`config.mk`:
```
export PLATFORM = sky130hd
export DESIGN_NAME = alu8_core
export DESIGN_NICKNAME = d
export VERILOG_FILES = /design/src/rtl/alu8_pkg.sv /design/src/rtl/alu8_addsub.sv /design/src/rtl/alu8_bitops.sv /design/src/rtl/alu8_status.sv /design/src/rtl/alu8_core.sv
export SDC_FILE = /design/constraint.sdc
export NUM_CORES = 1
export LEC_CHECK = 0
export CORE_UTILIZATION = 52
export CTS_CLUSTER_DIAMETER = 80
export DETAILED_ROUTE_END_ITERATION = 10
export GPL_TIMING_DRIVEN = 0
export PLACE_DENSITY = 0.8
export SLEW_MARGIN = 20
export SYNTH_ARGS = -nofsm -noshare
export SYNTH_HDL_FRONTEND = slang
export SYNTH_SLANG_ARGS = --single-unit
```
`constraint.sdc`:
```
create_clock -name clk -period 4.58 [get_ports clk]
set_input_delay 0.687 -clock clk [delete_from_list [all_inputs] [get_ports clk]]
set_output_delay 0.687 -clock clk [all_outputs]
set_load 0.03 [all_outputs]
```
`src/rtl/alu8_pkg.sv`:
```
package alu8_pkg;

    localparam int DW    = 8;
    localparam int NIB   = DW / 2;
    localparam int BSW   = $clog2(DW);
    localparam int OPW   = 5;

    typedef enum logic [OPW-1:0] {
        OP_AND   = 5'd0,
        OP_OR    = 5'd1,
        OP_XOR   = 5'd2,
        OP_COM   = 5'd3,
        OP_NEG   = 5'd4,
        OP_ADD   = 5'd5,
        OP_ADC   = 5'd6,
        OP_SUB   = 5'd7,
        OP_SBC   = 5'd8,
        OP_CP    = 5'd9,
        OP_CPC   = 5'd10,
        OP_INC   = 5'd11,
        OP_DEC   = 5'd12,
        OP_ASR   = 5'd13,
        OP_LSL   = 5'd14,
        OP_LSR   = 5'd15,
        OP_ROL   = 5'd16,
        OP_ROR   = 5'd17,
        OP_SWAP  = 5'd18,
        OP_TSTO  = 5'd19,
        OP_TLOD  = 5'd20
    } alu_op_e;

    // Packed order gives C at bit 0 up to the reserved bit at bit 7.
    typedef struct packed {
        logic rsv;
        logic t;
        logic h;
        logic s;
        logic v;
        logic n;
        logic z;
        logic c;
    } stat_t;

    localparam stat_t M_NONE  = '{rsv:1'b0, t:1'b0, h:1'b0, s:1'b0, v:1'b0, n:1'b0, z:1'b0, c:1'b0};
    localparam stat_t M_ZNV   = '{rsv:1'b0, t:1'b0, h:1'b0, s:1'b1, v:1'b1, n:1'b1, z:1'b1, c:1'b0};
    localparam stat_t M_ZCNV  = '{rsv:1'b0, t:1'b0, h:1'b0, s:1'b1, v:1'b1, n:1'b1, z:1'b1, c:1'b1};
    localparam stat_t M_ARITH = '{rsv:1'b0, t:1'b0, h:1'b1, s:1'b1, v:1'b1, n:1'b1, z:1'b1, c:1'b1};
    localparam stat_t M_TBIT  = '{rsv:1'b0, t:1'b1, h:1'b0, s:1'b0, v:1'b0, n:1'b0, z:1'b0, c:1'b0};

    function automatic logic is_shift(alu_op_e op);
        return (op == OP_ASR) || (op == OP_LSL) || (op == OP_LSR) ||
               (op == OP_ROL) || (op == OP_ROR);
    endfunction

    function automatic logic is_chained(alu_op_e op);
        return (op == OP_SBC) || (op == OP_CPC);
    endfunction

    function automatic logic [DW-1:0] one_hot_bit(logic [BSW-1:0] idx);
        logic [DW-1:0] m;
        m = '0;
        m[idx] = 1'b1;
        return m;
    endfunction

endpackage

```
`src/rtl/alu8_addsub.sv`:
```
module alu8_addsub
    import alu8_pkg::*;
(
    input  logic [DW-1:0] x,
    input  logic [DW-1:0] y,
    input  logic          cin,
    input  logic          sub,
    output logic [DW-1:0] res,
    output logic          cout,
    output logic          hout,
    output logic          vout
);
    logic [DW:0]  full;
    logic [NIB:0] low;
    logic [DW:0]  cin_w;
    logic [NIB:0] cin_n;

    assign cin_w = {{DW{1'b0}}, cin};
    assign cin_n = {{NIB{1'b0}}, cin};

    always_comb begin
        if (sub) begin
            full = {1'b0, x} - {1'b0, y} - cin_w;
            low  = {1'b0, x[NIB-1:0]} - {1'b0, y[NIB-1:0]} - cin_n;
        end else begin
            full = {1'b0, x} + {1'b0, y} + cin_w;
            low  = {1'b0, x[NIB-1:0]} + {1'b0, y[NIB-1:0]} + cin_n;
        end
        res  = full[DW-1:0];
        cout = full[DW];
        hout = low[NIB];
        if (sub)
            vout = (x[DW-1] & ~y[DW-1] & ~res[DW-1]) | (~x[DW-1] & y[DW-1] & res[DW-1]);
        else
            vout = (x[DW-1] & y[DW-1] & ~res[DW-1]) | (~x[DW-1] & ~y[DW-1] & res[DW-1]);
    end
endmodule

```
`src/rtl/alu8_bitops.sv`:
```
module alu8_bitops
    import alu8_pkg::*;
(
    input  alu_op_e        op,
    input  logic [DW-1:0]  a,
    input  logic [DW-1:0]  b,
    input  logic           cin,
    input  logic           tin,
    input  logic [BSW-1:0] bsel,
    output logic [DW-1:0]  res,
    output logic           cout
);
    logic [DW-1:0] sel_mask;

    assign sel_mask = one_hot_bit(bsel);

    always_comb begin
        res  = a;
        cout = cin;
        unique case (op)
            OP_AND:  res = a & b;
            OP_OR:   res = a | b;
            OP_XOR:  res = a ^ b;
            OP_COM:  res = ~a;
            OP_ASR:  begin res = {a[DW-1], a[DW-1:1]}; cout = a[0];    end
            OP_LSR:  begin res = {1'b0,    a[DW-1:1]}; cout = a[0];    end
            OP_LSL:  begin res = {a[DW-2:0], 1'b0};    cout = a[DW-1]; end
            OP_ROL:  begin res = {a[DW-2:0], cin};     cout = a[DW-1]; end
            OP_ROR:  begin res = {cin, a[DW-1:1]};     cout = a[0];    end
            OP_SWAP: res = {a[NIB-1:0], a[DW-1:NIB]};
            OP_TLOD: res = tin ? (a | sel_mask) : (a & ~sel_mask);
            default: res = a;
        endcase
    end
endmodule

```
`src/rtl/alu8_status.sv`:
```
module alu8_status
    import alu8_pkg::*;
(
    input  logic  clk,
    input  logic  rst,
    input  logic  load,
    input  stat_t nxt,
    input  stat_t mask,
    output stat_t q
);
    always_ff @(posedge clk) begin
        if (rst)
            q <= '0;
        else if (load)
            q <= (q & ~mask) | (nxt & mask);
    end
endmodule

```
`src/rtl/alu8_core.sv`:
```
module alu8_core
    import alu8_pkg::*;
(
    input  logic                   clk,
    input  logic                   rst,
    input  logic                   exec_en,
    input  logic [OPW-1:0]         op_sel,
    input  logic [DW-1:0]          opa,
    input  logic [DW-1:0]          opb,
    input  logic [BSW-1:0]         bit_sel,
    output logic [DW-1:0]          result,
    output logic [DW-1:0]          status
);
    alu_op_e       op;
    stat_t         st_q;
    stat_t         st_nxt;
    stat_t         st_mask;

    logic [DW-1:0] as_x, as_y, as_res;
    logic          as_cin, as_sub, as_c, as_h, as_v;
    logic [DW-1:0] bo_res;
    logic          bo_c;
    logic [DW-1:0] flag_src;

    assign op = alu_op_e'(op_sel);

    alu8_addsub u_addsub (
        .x    (as_x),
        .y    (as_y),
        .cin  (as_cin),
        .sub  (as_sub),
        .res  (as_res),
        .cout (as_c),
        .hout (as_h),
        .vout (as_v)
    );

    alu8_bitops u_bitops (
        .op   (op),
        .a    (opa),
        .b    (opb),
        .cin  (st_q.c),
        .tin  (st_q.t),
        .bsel (bit_sel),
        .res  (bo_res),
        .cout (bo_c)
    );

    always_comb begin
        as_x     = opa;
        as_y     = opb;
        as_cin   = 1'b0;
        as_sub   = 1'b0;
        result   = opa;
        flag_src = opa;
        st_nxt   = '0;
        st_mask  = M_NONE;

        unique case (op)
            OP_AND, OP_OR, OP_XOR: begin
                result   = bo_res;
                flag_src = bo_res;
                st_mask  = M_ZNV;
            end
            OP_COM: begin
                result   = bo_res;
                flag_src = bo_res;
                st_nxt.c = 1'b1;
                st_mask  = M_ZCNV;
            end
            OP_NEG: begin
                as_x     = '0;
                as_y     = opa;
                as_sub   = 1'b1;
                result   = as_res;
                flag_src = as_res;
                st_nxt.c = as_c;
                st_nxt.h = as_h;
                st_nxt.v = as_v;
                st_mask  = M_ARITH;
            end
            OP_ADD, OP_ADC: begin
                as_cin   = (op == OP_ADC) & st_q.c;
                result   = as_res;
                flag_src = as_res;
                st_nxt.c = as_c;
                st_nxt.h = as_h;
                st_nxt.v = as_v;
                st_mask  = M_ARITH;
            end
            OP_SUB, OP_SBC, OP_CP, OP_CPC: begin
                as_sub   = 1'b1;
                as_cin   = is_chained(op) & st_q.c;
                result   = ((op == OP_CP) || (op == OP_CPC)) ? opa : as_res;
                flag_src = as_res;
                st_nxt.c = as_c;
                st_nxt.h = as_h;
                st_nxt.v = as_v;
                st_mask  = M_ARITH;
            end
            OP_INC, OP_DEC: begin
                as_y     = {{(DW-1){1'b0}}, 1'b1};
                as_sub   = (op == OP_DEC);
                result   = as_res;
                flag_src = as_res;
                st_nxt.v = as_v;
                st_mask  = M_ZNV;
            end
            OP_ASR, OP_LSL, OP_LSR, OP_ROL, OP_ROR: begin
                result   = bo_res;
                flag_src = bo_res;
                st_nxt.c = bo_c;
                st_mask  = M_ZCNV;
            end
            OP_SWAP, OP_TLOD: begin
                result   = bo_res;
            end
            OP_TSTO: begin
                st_nxt.t = opa[bit_sel];
                st_mask  = M_TBIT;
            end
            default: begin
                result   = opa;
            end
        endcase

        st_nxt.z = ~|flag_src;
        if (is_chained(op))
            st_nxt.z = st_nxt.z & st_q.z;
        st_nxt.n = flag_src[DW-1];
        if (is_shift(op))
            st_nxt.v = st_nxt.n ^ st_nxt.c;
        st_nxt.s = st_nxt.n ^ st_nxt.v;
    end

    alu8_status u_status (
        .clk  (clk),
        .rst  (rst),
        .load (exec_en),
        .nxt  (st_nxt),
        .mask (st_mask),
        .q    (st_q)
    );

    assign status = st_q;
endmodule

```
==> out/summary.txt, run 1 <==
Async S/R FF share, synth - 0
Total Power - 734 uW
Maximum number of pins on one net before global-route repair - 20
Kind of cell adding the most delay to the critical path - compound AO/OA/AOI/OAI gates
Shortest clock period the worst path allows after layout - 4520 ps
Clock transition time at the flip-flop clock pins of the worst setup and hold paths - 40 ps
Number of unique standard cell types used by synthesis - 75
Clk_lat worst skew - 230 ps
Number of antenna cells inserted - 0
Total core area - 5570 um2
Cell chain of the critical path - clkdlybuf4s15_2 > buf_6 > nor4b_4 > nand2_2 > clkbuf_16 > o21ai_2 > ha_4 > ha_4 > a21o_1 > a21o_1 > a221oi_2 > xnor2_2 > a21oi_2 > o211ai_1 > buf_4
CTS root buffer - clkbuf_8
Iter 0 DRT Violations - 382
Slowest cell on the critical path - nor4b_4
CTS tree - yes
Startpoint kind of the worst setup timing path - input pin
Top FF cell, synth - dfxtp_1
Proportion of layout cells with a drive suffix above 1 - 0.228
Most common cell after layout, fill and taps aside - inv_1
Tightest Pin Transition - 656 ps
Final Util - 0.729
Final WS setup - 62.9 ps
Highest cell delay on the worst timing path - 310 ps
Static leakage power - 0.00178 uW
Cells after Synth - 422
Inserted Clock Buffers - 3
Detail Placement HPWL - 7620 um
X dimension of the die - 78.5 um
Fin Hold WS - 464 ps
Slew Limit Headroom - 0.557
Max IR drop VDD - 0.000144 V
Fin Clk Skew - 1.31 ps
Wire length after detailed routing - 10400 um
Post-route DRC - 0
1st-pass router iterations - 5
Post-layout net count - 552
Worst setup slack before clock tree synthesis - -1710 ps
Chip height - 78.5 um
Yosys warning total - 0
Wire per inst - 18.7 um
Sum of buffers and inverters on the critical path - 4
Final-report hold violation count - 0
Instance area at placement - 3560 um2
Layout-stage area growth over the synthesis result - 33.4%
Data required, critical path - 3890 ps
Cts-stage hold buffer count - 0
Final setup violation count - 0
Post-Layout Inst Area - 4060 um2
Mapped Avg Cell Area - 7.22 um2
Number of clock sinks - 7
Post-synthesis instance area - 3050 um2
Share of synthesized area occupied by flip-flops and latches - 0.0460
Count of port buffers added during placement - 40
Via count of the first global-routing pass - 3306
Total die area - 6170 um2
Capturing element type of the critical path - output pin
Largest buffer count on any clock path - 2
Total via count in the routed design - 3591
# IOs - 43
Post-Syn Nets - 490
Critical path fanouts, max - 10
Fillcell total - 443
Initial antenna violation count - 0
Post-synth EDFFs - 0
Overflow left after global routing - 0
Post-DR vias/cell - 6.47
Class of the most critical setup path - input pin to output pin
Maximum achievable frequency - 221 MHz
Flops & latches, synth - 7
Number of maximum-capacitance constraint violations - 0
Final Max Tran Viols - 0
Global-route wire length before repair - 15800 um
Placement row count - 27
Path type of the worst min-delay path - flop to flop
Total number of H-tree levels - 1
RD Place Congestion - 0.932
Initial Util - 0.546
Pwr/cell area - 181 nW/um2
Outcome - complete, no violations
Data arrival at the endpoint of the critical path - 3830 ps
Share of the clock period used by the worst path - 0.986
Antenna viol nets, final - 0
Leading cell types in the layout, fill and taps excluded - inv_1 (40), nand2_1 (38), clkdlybuf4s50_1 (30)
Overall global routing resource usage - 0.320
## tightest hold or removal path, cell delays in order (launching register included)
cell	delay [ps]
dfxtp_1	300
nand2_1	60
a21oi_1	50
## cell type report
cell class                 instances  area, um2  share of cell area
multi-input combinational        339       2840               0.698
timing repair buffer              60        557               0.137
buffer                            28        223              0.0548
inverter                          45        174              0.0428
sequential                         7        140              0.0345
tap                               72       90.1              0.0222
clock buffer                       4       45.0              0.0111
## repair_timing
| item | 4_1_cts | 5_1_grt |
|---|---|---|
| endpoints found under the setup margin | 13 | 9 |
| pin swaps | 13 | 24 |
| gates cloned | 0 | 1 |
| setup buffers | 10 | 9 |
| resized for setup | 78 | 48 |
## synthesized netlist by cell type (10+ instances only)
library cell	n	area share
mux2i_1	21	0.069
nand2_1	40	0.049
clkbuf_1	15	0.018
inv_1	44	0.054
o21ai_0	25	0.041
nand3_1	11	0.018
nor2_1	30	0.037
nor3_1	14	0.023
ha_1	37	0.15
o2bb2ai_1	10	0.029
a21oi_1	15	0.025
## cell families (layout without fill, tap and decap cells)
group | count (synthesis) | after routing | share of synthesized area
AND/OR/NAND/NOR | 138 | 138 | 0.232
AO/OA/AOI/OAI | 118 | 118 | 0.289
buffers and inverters | 76 | 137 | 0.108
adder cells (fa/ha/maj) | 41 | 41 | 0.178
multiplexers | 28 | 28 | 0.108
XOR/XNOR | 13 | 13 | 0.0374
flip-flops | 7 | 7 | 0.0460
other | 1 | 1 | 0.00123
## metrics by stage
| step | setup TNS [ps] | cells |
|---|---|---|
| floorplan | 0 | 422 |
| global placement | -13430 | 534 |
| detailed placement | -13400 | 534 |
| CTS | 0 | 547 |
| global route | -39.9 | 555 |
| finish | 0 | 555 |
## where the power goes
| part | total (uW) | switching, uW | internal (uW) | leakage (uW) |
|---|---|---|---|---|
| clock network | 86.8 | 26.6 | 60.2 | 0.0000228 |
| registers | 67.9 | 2.46 | 65.5 | 0.0000573 |
| logic | 579 | 320 | 259 | 0.00170 |
## metal layers
metal,GRT usage,vias to the layer above,part of all wire
met2,0.577,220,0.48
met4,0.0722,0,0.029
met3,0.0291,29,0.085
met1,0.408,1683,0.40
li1,-,1659,-
met5,0,-,0
## final timing paths
check	slack, ps	from	cells past startpoint	end
worst max register to register	900	flop	13	flop
worst min-delay path	460	flop	2	flop
worst min register to register	460	flop	2	flop
worst max-delay path	60	op_sel[4]	15	result[7]
Power figures use the tool's default switching activity.
==> run 2, diff against run 1 <==
--- a/constraint.sdc
+++ b/constraint.sdc
@@ -3,2 +3,2 @@
 set_output_delay 0.687 -clock clk [all_outputs]
-set_load 0.03 [all_outputs]
+set_load 0.05 [all_outputs]
==> run 2 against run 1 <==
Die area did not move. Combinational power rose by 2%. Critical path type unchanged. Largest cell class unchanged. Count of clock-buffer cells in the layout fell by 1. First-iteration DRC count fell by 18%. Critical path depth rose by 3. Wire length fell by 0.36%. Maximum frequency fell by 1.2%. Clock skew fell by 0.54 ps.
==> out/summary.txt, run 2 (same netlist as run 1, synthesis figures left out) <==
Initial antenna violation count - 0 (unchanged)
Final Max Tran Viols - 0 (unchanged)
Tightest Pin Transition - 682 ps (was 656 ps)
Largest buffer count on any clock path - 2 (unchanged)
CTS root buffer - clkbuf_8 (unchanged)
Outcome - complete, no violations (unchanged)
Placement row count - 27 (unchanged)
# IOs - 43 (unchanged)
Final WS setup - 8.39 ps (was 62.9 ps)
Slowest cell on the critical path - fa_2 (was nor4b_4)
Comb power frac - 0.792 (was 0.789)
Slew Limit Headroom - 0.543 (was 0.557)
NetSw - 372 uW (was 349 uW)
Post-DR vias/cell - 6.40 (was 6.47)
Most common cell after layout, fill and taps aside - inv_1 (unchanged)
Count of port buffers added during placement - 40 (unchanged)
Clk_lat worst skew - 230 ps (about the same)
Shortest clock period the worst path allows after layout - 4570 ps (was 4520 ps)
Total die area - 6170 um2 (unchanged)
Data required, critical path - 3890 ps (about the same)
Total via count in the routed design - 3571 (was 3591)
Clock transition time at the flip-flop clock pins of the worst setup and hold paths - 40 ps (about the same)
Critical path fanouts, max - 10 (unchanged)
Wire length after detailed routing - 10400 um (about the same)
Final-report hold violation count - 0 (unchanged)
Path type of the worst min-delay path - flop to flop (unchanged)
Net Sw Frac - 0.497 (was 0.475)
Logic depth of the worst setup path including buffers - 18 (was 15)
Final-layout setup total negative slack - 0 ps (unchanged)
Class of the most critical setup path - input pin to output pin (unchanged)
Chip height - 78.5 um (unchanged)
X dimension of the die - 78.5 um (unchanged)
Detail Placement HPWL - 7610 um (was 7620 um)
Total number of H-tree levels - 1 (unchanged)
Worst r2r path cells - 13 (unchanged)
Hold Path Depth - 2 (unchanged)
Worst setup path endpoint - result[5] (was result[7])
Global-route wire length before repair - 15600 um (was 15800 um)
Setup crit start - op_sel[0] (was op_sel[4])
Final setup violation count - 0 (unchanged)
Max IR drop VDD - 0.000176 V (was 0.000144 V)
Slack of the worst reg-to-reg path - 880 ps (was 900 ps)
Startpoint kind of the worst setup timing path - input pin (unchanged)
Fillcell total - 448 (was 443)
Overall global routing resource usage - 0.314 (was 0.320)
Number of maximum-capacitance constraint violations - 0 (unchanged)
Share of the clock period used by the worst path - 0.998 (was 0.986)
Wire per inst - 18.6 um (was 18.7 um)
Number of clock sinks - 7 (unchanged)
Fin Clk Skew - 0.770 ps (was 1.31 ps)
Overflow left after global routing - 0 (unchanged)
Maximum achievable frequency - 219 MHz (was 221 MHz)
1st-pass router iterations - 7 (was 5)
Highest cell delay on the worst timing path - 380 ps (was 310 ps)
Layout-stage area growth over the synthesis result - 34.0% (was 33.4%)
Post-route DRC - 0 (unchanged)
Via count of the first global-routing pass - 3237 (was 3306)
Instance area at placement - 3630 um2 (was 3560 um2)
Proportion of layout cells with a drive suffix above 1 - 0.226 (was 0.228)
Post-layout net count - 555 (was 552)
Pwr/cell area - 183 nW/um2 (was 181 nW/um2)
Sum of buffers and inverters on the critical path - 4 (unchanged)
Cell chain of the critical path - buf_8 > or2_0 > buf_6 > nor3_4 > nand2_1 > o21ai_2 > nand2_1 > fa_2 > inv_2 > ha_4 > a211oi_2 > a21oi_2 > a31oi_1 > xor2_1 > mux2i_1 > nand3_1 > nand3_1 > buf_4 (was clkdlybuf4s15_2 > buf_6 > nor4b_4 > nand2_2 > clkbuf_16 > o21ai_2 > ha_4 > ha_4 > a21o_1 > a21o_1 > a221oi_2 > xnor2_2 > a21oi_2 > o211ai_1 > buf_4)
Worst setup slack before clock tree synthesis - -1460 ps (was -1710 ps)
Maximum number of pins on one net before global-route repair - 20 (unchanged)
Fin Hold WS - 455 ps (was 464 ps)
Leading cell types in the layout, fill and taps excluded - inv_1 (40), nand2_1 (38), ha_1 (29), clkdlybuf4s50_1 (29), nor2_1 (28) (was inv_1 (40), nand2_1 (38), clkdlybuf4s50_1 (30))
Part of the total power dissipated in the clock network - 0.117 (was 0.118)
Initial Util - 0.546 (unchanged)
CTS tree - yes (unchanged)
Number of antenna cells inserted - 0 (unchanged)
RD Place Congestion - 0.941 (was 0.932)
Iter 0 DRT Violations - 313 (was 382)
Total core area - 5570 um2 (unchanged)
Antenna viol nets, final - 0 (unchanged)
Inserted Clock Buffers - 3 (unchanged)
Static leakage power - 0.00181 uW (was 0.00178 uW)
Part of the total power dissipated in sequential elements - 0.091 (was 0.093)
Kind of cell adding the most delay to the critical path - simple AND/OR/NAND/NOR gates (was compound AO/OA/AOI/OAI gates)
Data arrival at the endpoint of the critical path - 3880 ps (was 3830 ps)
Capturing element type of the critical path - output pin (unchanged)
Post-Layout Inst Area - 4080 um2 (was 4060 um2)
Int Power - 376 uW (was 385 uW)
-- run 2: power groups by stage --
stage	sequential, uW	clock (uW)	combinational [uW]
after global routing	68.1	95.0	632
after CTS	67.8	90.3	534
after detailed placement	68.9	0	513
after floorplan	81.7	0	357
after global placement	68.7	0	503
final	67.8	87.9	593
-- run 2: area by class of cell --
class                      count  area [um2]  share of cell area
sequential                     7         140              0.0343
clock inverter                 1        5.00             0.00123
multi-input combinational    339        2820               0.691
clock buffer                   3        41.3              0.0101
tap                           72        90.1              0.0221
buffer                        29         250              0.0613
inverter                      45         174              0.0426
timing repair buffer          62         561               0.137
-- run 2: how the worst min path moves through the flow --
stage / from / endpoint / slack (ps)
CTS: flop / flop / 460
global placement: flop / flop / 450
floorplan: flop / flop / 510
finish: flop / flop / 460
detailed placement: flop / flop / 450
global route: flop / flop / 500
-- run 2: what timing repair did --
item	4_1_cts	5_1_grt
endpoints found under the setup margin	13	7
buffers inserted	11	10
cloned	0	1
hold buffers	0	0
resized for setup	66	49
pin swaps	10	21
-- run 2: per-stage QoR --
step / utilization / instances / total power, uW
floorplan: - / 422 / 439
global route: 0.732 / 558 / 795
global placement: 0.652 / 534 / 571
detailed placement: 0.652 / 534 / 581
CTS: 0.686 / 548 / 692
finish: 0.732 / 558 / 748
-- run 2: worst reg2reg max path, stage by stage, from the launching register on --
cell and delay (ps):
dfxtp_1 450, or4b_4 520, inv_2 70, fa_2 190, inv_2 60, fa_2 350
o21a_1 210, o221a_2 270, a31oi_1 210, xor2_1 110, a311oi_2 360, nor4_1 120
or4_1 530, a31oi_1 160
-- run 2: metal layers --
| metal | part of all wire | track usage | wire length [um] | vias up |
|---|---|---|---|---|
| met1 | 0.40 | 0.404 | 4180 | 1665 |
| met2 | 0.48 | 0.545 | 5020 | 205 |
| met5 | 0 | 0 | 0 | - |
| met4 | 0.030 | 0.0944 | 315 | 0 |
| li1 | - | - | - | 1663 |
| met3 | 0.081 | 0.0314 | 842 | 38 |
==> run 3, diff against run 2 <==
- CORE_ASPECT_RATIO: default -> 1.5
- PLACE_DENSITY: 0.8 -> 0.79
- SYNTH_HIERARCHICAL: default -> 1
==> run 3 against run 2 <==
The flow now finishes with violations (negative setup slack). Global-route usage rose by 2.8 points. Final cell count up 9.1%. Core utilization rose by 0.70 points. Synthesized area is 11% higher. Power is 9.9% higher. First-iteration DRC count is 5.8% higher. Synthesized cell count increased by 6.6%. Maximum frequency shrank 1.9%. Sequential cell count increased by 1. Sequential share of layout area rose by 0.050 points.
==> out/summary.txt, run 3 <==
Maximum achievable frequency - 215 MHz (was 219 MHz)
Chip height - 101 um (was 78.5 um)
Proportion of layout cells with a drive suffix above 1 - 0.284 (was 0.226)
Share of synthesized area occupied by flip-flops and latches - 0.0475 (was 0.0460)
CTS root buffer - clkbuf_8 (unchanged)
Fillcell total - 444 (was 448)
Total die area - 6810 um2 (was 6170 um2)
Violated checks - negative setup slack
Initial antenna violation count - 0 (unchanged)
Cells after Synth - 450 (was 422)
Critical path fanouts, max - 6 (was 10)
CTS tree - yes (unchanged)
Most Crowded Layer GR - met2 (unchanged)
Cts-stage hold buffer count - 0 (unchanged)
RD Place Congestion - 0.987 (was 0.941)
Final WS setup - -80.0 ps (was 8.39 ps)
Layout-stage area growth over the synthesis result - 36.4% (was 34.0%)
Outcome - complete, but fails checks (was complete, no violations)
Static leakage power - 0.00207 uW (was 0.00181 uW)
Count of port buffers added during placement - 40 (unchanged)
Mapped Avg Cell Area - 7.48 um2 (was 7.22 um2)
Post-synthesis instance area - 3370 um2 (was 3050 um2)
Met1 routing resource usage after global routing - 0.375 (was 0.404)
# IOs - 43 (unchanged)
Startpoint kind of the worst setup timing path - input pin (unchanged)
Most frequent cells after synthesis - inv_1 (50), a21oi_1 (44), ha_1 (39) (was inv_1 (44), nand2_1 (40), ha_1 (37))
Maximum number of pins on one net before global-route repair - 15 (was 20)
Placement row count - 35 (was 27)
Iter 0 DRT Violations - 331 (was 313)
Overall global routing resource usage - 0.342 (was 0.314)
Data arrival at the endpoint of the critical path - 4820 ps (was 3880 ps)
Global-route wire length before repair - 18100 um (was 15600 um)
Total via count in the routed design - 4112 (was 3571)
Detail Placement HPWL - 7960 um (was 7610 um)
Post-synth EDFFs - 0 (unchanged)
Number of antenna cells inserted - 0 (unchanged)
Top area cells in the synthesized netlist - ha_1 (14%), a21oi_1 (6.5%), inv_1 (5.6%) (was ha_1 (15%), mux2i_1 (6.9%), inv_1 (5.4%))
Data required, critical path - 4740 ps (was 3890 ps)
Async S/R FF share, synth - 0 (unchanged)
Clk_lat worst skew - 230 ps (about the same)
Post-DR vias/cell - 6.75 (was 6.40)
Initial Util - 0.542 (was 0.546)
Antenna viol nets, final - 0 (unchanged)
Share of the clock period used by the worst path - 1.02 (was 0.998)
Final-layout setup total negative slack - -149 ps (was 0 ps)
Slew Limit Headroom - 0.564 (was 0.543)
Final Max Tran Viols - 0 (unchanged)
X dimension of the die - 67.7 um (was 78.5 um)
Pwr/cell area - 179 nW/um2 (was 183 nW/um2)
Post-layout net count - 607 (was 555)
Total number of H-tree levels - 1 (unchanged)
Yosys warning total - 6 (was 0)
Path type of the worst min-delay path - flop to flop (unchanged)
Number of unique standard cell types used by synthesis - 78 (was 75)
Routing usage on met2 - 0.604 (was 0.545)
Clock transition time at the flip-flop clock pins of the worst setup and hold paths - 40 ps (about the same)
Capturing element type of the critical path - flop (was output pin)
Number of clock sinks - 8 (was 7)
Instance count after placement with tap cells included - 566 (was 534)
Shortest clock period the worst path allows after layout - 4660 ps (was 4570 ps)
Top FF cell, synth - dfxtp_1 (unchanged)
Max IR drop VDD - 0.000131 V (was 0.000176 V)
Via count of the first global-routing pass - 3727 (was 3237)
Post-route DRC - 0 (unchanged)
Finished Layout Cells - 609 (was 558)
Fin Clk Skew - 1.07 ps (was 0.770 ps)
Final Util - 0.739 (was 0.732)
Flops & latches, synth - 8 (was 7)
Largest buffer count on any clock path - 2 (unchanged)
Library cell occupying the most area in the post-synthesis netlist - ha_1 (unchanged)
Synth top area share - 0.145 (was 0.152)
Number of maximum-capacitance constraint violations - 0 (unchanged)
Total core area - 6220 um2 (was 5570 um2)
Final setup violation count - 3 (was 0)
Most common cell after layout, fill and taps aside - inv_1 (unchanged)
Class of the most critical setup path - input pin to flop (was input pin to output pin)
Most frequent cell after synthesis - inv_1 (unchanged)
Tightest Pin Transition - 653 ps (was 682 ps)
Wire per inst - 20.8 um (was 18.6 um)
Routing usage on met3 - 0.0385 (was 0.0314)
Inserted Clock Buffers - 3 (unchanged)
Overflow left after global routing - 0 (unchanged)
Setup repair after global routing missed its margin - true
Final-report hold violation count - 0 (unchanged)
1st-pass router iterations - 6 (was 7)
Worst setup slack before clock tree synthesis - -1490 ps (was -1460 ps)
Total Power - 823 uW (was 748 uW)
Wire length after detailed routing - 12700 um (was 10400 um)
Leading cell types in the layout, fill and taps excluded - inv_1 (42), a21oi_1 (40), buf_4 (40) (was inv_1 (40), nand2_1 (38), ha_1 (29), clkdlybuf4s50_1 (29), nor2_1 (28))
run 3: cell count changes in the layout (fill, tap and decap cells not counted), sizes merged, moves of 7 or more:
cell / before / now
buf: 48 / 62
a21oi: 15 / 49
a221oi: 9 / 2
o21ai: 25 / 18
nor2b: 4 / 15
nand2: 40 / 24
a21o: 3 / 13
a21bo: 0 / 8
o2bb2ai: 10 / 0
clkdlybuf4s50: 29 / 22
a22o: 1 / 17
run 3: logic make-up (layout without fill, tap and decap cells):
kind of cell / after synthesis / after routing / synth area share
and+or+nand+nor: 129 / 129 / 0.215
AOI/OAI and AO/OA: 154 / 154 / 0.338
xor gates and xnor gates: 15 / 15 / 0.0390
adders and majority gates: 43 / 43 / 0.169
buffers and inverters: 76 / 159 / 0.0970
DFF: 8 / 8 / 0.0475
muxes: 24 / 24 / 0.0940
other: 1 / 3 / 0.00111
run 3: repair_timing:
| action | in CTS | in global routing |
|---|---|---|
| buffers inserted | 18 | 22 |
| endpoints found under the setup margin | 13 | 9 |
| gates resized for setup | 111 | 45 |
| gates cloned | 1 | 0 |
| pin swaps | 19 | 26 |
run 3: final timing paths:
kind                            slack, ps  startpoint  endpoint  cells after the start
worst max register to register        430        flop      flop                     17
worst min register to register        580        flop      flop                      2
worst min-delay path                  580        flop      flop                      2
worst max-delay path                  -80   op_sel[1]      flop                     22
run 3: layer usage:
metal / vias to the layer above / share of wire
li1: 1811 / -
met1: 1946 / 0.36
met2: 271 / 0.49
met3: 84 / 0.070
met4: 0 / 0.075
met5: - / 0
run 3: layout make-up:
type	instances	area (um2)	area share
multi-input cells	368	3160	0.688
repair buffers	81	721	0.157
plain buffers	24	226	0.0493
inverters	51	191	0.0417
flip-flops and latches	8	160	0.0348
well taps	74	92.6	0.0201
clock buffers	3	41.3	0.00898
run 3: critical path, stage by stage:
cell       delay (ps)
buf_12            110
buf_8             130
nor2_4            180
o211ai_1          130
a21oi_1           180
a21o_1            170
inv_2              60
fa_2              610
inv_2              50
ha_4              150
o21ai_2           100
nand2_1            60
a21o_1            180
a21oi_2           140
xor2_1            200
a21oi_2           110
or4_4             530
o41ai_4           280
o21ai_2           120
a2111oi_4         330
nand3_1           160
a21oi_2           150
run 3: report_power, final:
| group | switching (uW) | total [uW] | internal (uW) |
|---|---|---|---|
| sequential | 2.26 | 75.1 | 72.8 |
| clock | 28.4 | 85.4 | 57.0 |
| combinational | 380 | 662 | 282 |
| total | 411 | 823 | 412 |
run 3: stage by stage:
stage	area, um2	hold WS (ps)
after CTS	4290	578
after global routing	4600	591
after detailed placement	3870	571
after floorplan	3380	802
final	4600	575
after global placement	3870	562
